==> src/rtl/fsa_pkg.sv <==
package fsa_pkg;
  localparam int NIB_W = 4;

  typedef enum logic [2:0] {
    OP_ADD  = 3'd0,
    OP_SUB  = 3'd1,
    OP_INC  = 3'd2,
    OP_DEC  = 3'd3,
    OP_CLR  = 3'd4,
    OP_COPY = 3'd5,
    OP_EXCH = 3'd6,
    OP_PASS = 3'd7
  } fsa_op_e;

  function automatic logic op_is_arith(fsa_op_e o);
    return (o == OP_ADD) || (o == OP_SUB) || (o == OP_INC) || (o == OP_DEC);
  endfunction

  function automatic logic op_is_sub(fsa_op_e o);
    return (o == OP_SUB) || (o == OP_DEC);
  endfunction

  function automatic logic op_is_unary(fsa_op_e o);
    return (o == OP_INC) || (o == OP_DEC);
  endfunction
endpackage

==> src/rtl/fsa_window.sv <==
module fsa_window #(
  parameter int NUM_NIB = 16,
  localparam int IDX_W = $clog2(NUM_NIB)
) (
  input  logic [3:0]       code,
  input  logic [IDX_W-1:0] ptr,
  output logic [IDX_W-1:0] lo,
  output logic [IDX_W-1:0] hi
);
  localparam logic [IDX_W-1:0] LAST = IDX_W'(NUM_NIB - 1);

  always_comb begin
    lo = '0;
    hi = '0;
    case (code)
      4'd0:  begin lo = ptr;          hi = ptr;            end
      4'd1:  begin lo = '0;           hi = ptr;            end
      4'd2:  begin lo = IDX_W'(2);    hi = IDX_W'(2);      end
      4'd3:  begin lo = '0;           hi = IDX_W'(2);      end
      4'd4:  begin lo = LAST;         hi = LAST;           end
      4'd5:  begin lo = IDX_W'(3);    hi = LAST - 1'b1;    end
      4'd6:  begin lo = '0;           hi = IDX_W'(1);      end
      4'd7:  begin lo = '0;           hi = LAST;           end
      4'd15: begin lo = '0;           hi = IDX_W'(4);      end
      default: begin lo = '0;         hi = '0;             end
    endcase
  end
endmodule

==> src/rtl/fsa_digit.sv <==
module fsa_digit (
  input  logic [3:0] x,
  input  logic [3:0] y,
  input  logic       cin,
  input  logic       sub,
  input  logic       dec,
  output logic [3:0] d,
  output logic       cout
);
  int s;

  always_comb begin
    if (sub) s = int'(x) - int'(y) - int'(cin);
    else     s = int'(x) + int'(y) + int'(cin);
    if (!dec) begin
      d    = 4'(s);
      cout = (s < 0) || (s > 15);
    end else if (!sub) begin
      cout = (s >= 10);
      if      (s >= 30) d = 4'(s - 30);
      else if (s >= 20) d = 4'(s - 20);
      else if (s >= 10) d = 4'(s - 10);
      else              d = 4'(s);
    end else begin
      cout = (s < 0);
      if      (s < 0)   d = 4'(s + 10);
      else if (s >= 10) d = 4'(s - 10);
      else              d = 4'(s);
    end
  end
endmodule

==> src/rtl/fsel_nib_alu.sv <==
module fsel_nib_alu #(
  parameter int NUM_NIB = 16,
  localparam int NIB_W = fsa_pkg::NIB_W,
  localparam int REG_W = NUM_NIB * NIB_W,
  localparam int IDX_W = $clog2(NUM_NIB)
) (
  input  logic             clk,
  input  logic             rst_n,
  input  logic             cmd_valid,
  output logic             cmd_ready,
  input  logic [2:0]       cmd_op,
  input  logic [3:0]       cmd_field,
  input  logic [IDX_W-1:0] cmd_p,
  input  logic             cmd_dec,
  input  logic [REG_W-1:0] opa,
  input  logic [REG_W-1:0] opb,
  output logic [REG_W-1:0] res_a,
  output logic [REG_W-1:0] res_b,
  output logic             carry,
  output logic             done
);
  import fsa_pkg::*;

  logic             busy;
  logic [IDX_W-1:0] idx, hi_q;
  fsa_op_e          op_q;
  logic             dec_q, chain_q;
  logic [REG_W-1:0] ra, rb;

  logic [IDX_W-1:0] win_lo, win_hi;
  logic [NIB_W-1:0] xa, yb, y_in, dig_d, new_a, new_b;
  logic             dig_c;

  fsa_window #(.NUM_NIB(NUM_NIB)) u_window (
    .code(cmd_field), .ptr(cmd_p), .lo(win_lo), .hi(win_hi)
  );

  assign xa   = ra[int'(idx)*NIB_W +: NIB_W];
  assign yb   = rb[int'(idx)*NIB_W +: NIB_W];
  assign y_in = op_is_unary(op_q) ? '0 : yb;

  fsa_digit u_digit (
    .x(xa), .y(y_in), .cin(chain_q), .sub(op_is_sub(op_q)), .dec(dec_q),
    .d(dig_d), .cout(dig_c)
  );

  always_comb begin
    new_a = xa;
    new_b = yb;
    case (op_q)
      OP_ADD, OP_SUB, OP_INC, OP_DEC: new_a = dig_d;
      OP_CLR:  new_a = '0;
      OP_COPY: new_a = yb;
      OP_EXCH: begin new_a = yb; new_b = xa; end
      default: ;
    endcase
  end

  assign cmd_ready = !busy;
  assign res_a     = ra;
  assign res_b     = rb;

  always_ff @(posedge clk or negedge rst_n) begin
    if (!rst_n) begin
      busy    <= 1'b0;
      idx     <= '0;
      hi_q    <= '0;
      op_q    <= OP_PASS;
      dec_q   <= 1'b0;
      chain_q <= 1'b0;
      ra      <= '0;
      rb      <= '0;
      carry   <= 1'b0;
      done    <= 1'b0;
    end else begin
      done <= 1'b0;
      if (!busy) begin
        if (cmd_valid) begin
          busy    <= 1'b1;
          idx     <= win_lo;
          hi_q    <= win_hi;
          op_q    <= fsa_op_e'(cmd_op);
          dec_q   <= cmd_dec;
          chain_q <= op_is_unary(fsa_op_e'(cmd_op));
          ra      <= opa;
          rb      <= opb;
        end
      end else begin
        ra[int'(idx)*NIB_W +: NIB_W] <= new_a;
        rb[int'(idx)*NIB_W +: NIB_W] <= new_b;
        chain_q <= dig_c;
        if (idx == hi_q) begin
          busy <= 1'b0;
          done <= 1'b1;
          if (op_is_arith(op_q)) carry <= dig_c;
        end else begin
          idx <= idx + 1'b1;
        end
      end
    end
  end

  // done only follows a busy cycle and lasts one cycle
  assert_done_after_busy_R2: assert property (@(posedge clk) disable iff (!rst_n)
    done |-> $past(busy));
  assert_done_pulse_R2: assert property (@(posedge clk) disable iff (!rst_n)
    done |=> !done);
  // the walking index never leaves the window
  assert_idx_in_window_R4: assert property (@(posedge clk) disable iff (!rst_n)
    busy |-> (idx <= hi_q));
  // data-movement operations leave the flag alone
  assert_carry_kept_R9: assert property (@(posedge clk) disable iff (!rst_n)
    (done && !op_is_arith(op_q)) |-> $stable(carry));
  // a command offered mid-operation does not alter the captured one
  assert_busy_ignore_R11: assert property (@(posedge clk) disable iff (!rst_n)
    (busy && cmd_valid && idx != hi_q) |=> (busy && $stable(op_q) && $stable(hi_q)));
  // valid decimal digits always yield a valid decimal digit
  assert_dec_digit_R6: assert property (@(posedge clk) disable iff (!rst_n)
    (busy && dec_q && op_is_arith(op_q) && xa <= 4'd9 && y_in <= 4'd9) |-> (dig_d <= 4'd9));
endmodule

==> config.mk <==
export PLATFORM = sky130hd
export DESIGN_NAME = fsel_nib_alu
export DESIGN_NICKNAME = d
export VERILOG_FILES = /design/src/rtl/fsa_pkg.sv /design/src/rtl/fsa_window.sv /design/src/rtl/fsa_digit.sv /design/src/rtl/fsel_nib_alu.sv
export SDC_FILE = /design/constraint.sdc
export NUM_CORES = 1
export LEC_CHECK = 0
export CAP_MARGIN = 25
export CORE_MARGIN = 8
export CORE_UTILIZATION = 35
export CTS_CLUSTER_DIAMETER = 80
export CTS_CLUSTER_SIZE = 30
export DETAILED_ROUTE_END_ITERATION = 12
export PLACE_DENSITY = 0.7
export SYNTH_ARGS = -nofsm -noshare
export SYNTH_HDL_FRONTEND = slang
export SYNTH_SLANG_ARGS = --single-unit
==> constraint.sdc <==
create_clock -name clk -period 6.3 [get_ports clk]
set_clock_uncertainty 0.1 [all_clocks]
set_input_delay 0.945 -clock clk [delete_from_list [all_inputs] [get_ports clk]]
set_output_delay 0.945 -clock clk [all_outputs]
set_load 0.03 [all_outputs]
==> results.py <==
metrics = {
    "place": {
        "port-buffer-count": 273,
        "dpl.hpwl_microns": 36100,
        "routabilityCongestion": 0.937,
    },
    "global_route": {
        "grt_max_degree": 94,
        "grt_pass1_wl_microns": 69600,
        "overflow": 0,
        "grt_pass1_vias": 11000,
        "grt_antenna_before_repair": 2,
        "track_usage": 0.258,
    },
    "yosys": {
        "yosysTopAreaCellShare": 0.346,
        "yosys_warnings": 0,
        "synth_seq_area_share": 0.353,
        "synth_top_cells_by_area": "dfrtp_1 35%, mux4_2 7.7%, a21oi_1 6.5%",
        "yosysTopAreaCell": "dfrtp_1",
        "synth_area_per_cell_sq_um": 9.18,
        "async_reset_ff_frac": 1.00,
        "syn_area_sq_um": 10200,
        "synth.ff_latch_count": 144,
        "synth_edf_count": 0,
        "synthFlopType": "dfrtp_1",
        "synth_nets": 1283,
        "synth_cell_type_count": 83,
        "netlist_instances": 1112,
    },
    "route": {
        "via_per_inst": 6.22,
        "drt_iter0_drc": 1538,
        "ant_nets": 0,
        "dr.pass1.iters": 6,
        "wl_per_cell_microns": 26.4,
        "drt_wl_total_microns": 46900,
        "post-route-drc-count": 0,
        "num_vias": 11000,
    },
    "layout": {
        "final_nets": 1550,
        "area_delta_synth_final_pct": 39.1,
        "final_cell_mix": "271 x clkdlybuf4s50_1, 138 x dfrtp_1, 132 x a21oi_1",
        "drive_gt1_frac": 0.127,
        "final_common_cell": "clkdlybuf4s50_1",
    },
    "clock_tree": {
        "clk_pin_slew_worst_paths_ps": 60,
        "cts_sinks": 144,
        "cts_root_buffer": "clkbuf_16",
        "cts_tree": "built",
        "clk_latency_ps": 430,
        "cts_htree_levels": 4,
        "clock_path_buffers": 2,
        "numCtsBuffers": 17,
        "cts_hold_buf": 0,
    },
    "min_path": {
        "hold_start": "hi_q[1]",
        "hold_depth": 2,
        "hold_class": "flop to flop",
        "min_to": "hi_q[1]",
    },
    "sta": {
        "fmaxAchievable_ghz": 0.168,
        "fin_setup_tns_ps": 0,
        "slew_violations": 0,
        "fin_crit_ps": 5950,
        "tightest_slew_ps": 1090,
        "grt_setup_unrepaired": "false",
        "slew_headroom": 0.267,
        "finalCritPeriodShare": 0.945,
        "hold_violations": 0,
        "finalSetupViolCount": 0,
    },
    "die": {
        "boundaryPins": 274,
        "die_y_microns": 187,
        "initial_core_util": 0.356,
        "rows": 62,
        "core_sq_um": 28700,
        "die-area_sq_um": 34900,
        "die_w_microns": 187,
    },
    "critical_path": {
        "cp_max_fo": 9,
        "worst-setup-path-type": "flop to flop",
        "reg2reg_depth": 20,
        "r2r_setup_slack_ps": 350,
        "r2r_start": "idx[0]",
        "arrival_ps": 6140,
        "critPathLaunchType": "flop",
        "rr_endpoint": "res_a[50]",
        "cp-end-kind": "flop",
        "cp.required_ps": 6490,
    },
    "run": {
        "maxCapViolCount": 0,
    },
    "outcome": {
        "status": "completed",
    },
}
cell families (layout without fill, tap and decap cells):
family / Yosys count / in the layout / synth area share
xor gates and xnor gates: 18 / 18 / 0.0180
buffers and inverters: 107 / 386 / 0.0414
AOI/OAI and AO/OA: 421 / 421 / 0.275
adders and majority gates: 31 / 31 / 0.0374
DFF: 144 / 144 / 0.353
and+or+nand+nor: 298 / 298 / 0.138
muxes: 93 / 93 / 0.137
other: 0 / 1 / 0
how the worst max path moves through the flow:
stage	endpoint	cells after the start	slack (ps)	start
2_1_floorplan	res_a[22]	20	120	idx[0]
3_3_place_gp	res_a[10]	19	310	idx[0]
3_5_place_dp	res_a[49]	21	230	idx[0]
4_1_cts	res_a[49]	21	170	idx[0]
5_1_grt	res_a[19]	21	3	idx[0]
6_report	res_a[50]	20	350	idx[0]
worst max-delay path, stage by stage, from the launching register on:
cell,delay [ps]
dfrtp_4,420
buf_4,180
mux4_2,500
mux4_2,550
and2_1,220
ha_1,270
ha_1,330
nand2_1,110
or3_1,320
mux2i_1,240
nor4_4,100
a211oi_4,410
xnor2_4,190
ha_1,270
a21oi_1,260
o2111ai_1,200
and3_1,260
nor2b_1,150
mux2_4,310
o211ai_4,300
a31oi_1,130
through the flow:
stage	area [sq um]	worst slack, ps	hold slack (ps)	utilization	instances
3_5_place_dp	13500	233	395	0.471	1738
6_report	14200	346	412	0.495	1776
4_1_cts	14100	175	412	0.490	1769
5_1_grt	14200	3.18	446	0.495	1775
2_1_floorplan	10200	118	364	-	1112
3_3_place_gp	13500	307	395	0.470	1735
flip-flops by register name (all words and copies together) (netlist names):
signal / cells
busy: 1
chain_q: 1
dec_q: 1
op_q: 3
carry: 1
res_b: 64
done: 1
idx: 4
res_a: 64
hi_q: 4
routing by layer:
metal  track usage  wire (microns)  vias up
li1              -               -     4820
met1         0.303           17500     5346
met2         0.427           22100      743
met3        0.0790            5040      138
met4         0.123            2230        2
met5             0              16        -
repair_timing:
| item | in CTS | in global routing |
|---|---|---|
| setup endpoints to repair | 0 | 48 |
| buffers inserted | 0 | 6 |
| gates resized for setup | 0 | 10 |
cell type report:
cell class,instances,area (sq um)
fillers,2718,14500
repair buffers,326,3200
inverters,29,109
clock buffers,22,474
flip-flops and latches,144,3610
well taps,384,480
diodes,1,2.50
multi-input cells,861,6240
clock inverters,9,85.1
synth_stat cells (28+ instances only):
cell / count
a21oi_1: 133
clkbuf_1: 64
o32ai_1: 33
nand2_1: 111
nor3_1: 35
mux4_2: 35
a211oi_1: 34
o21ai_0: 69
o22ai_1: 37
mux2i_1: 44
nor2_1: 75
ha_1: 28
dfrtp_1: 141
Power is left out: the tool's default activity adds up to more than one toggle a clock period on the data nets, which glitch-free logic cannot reach.
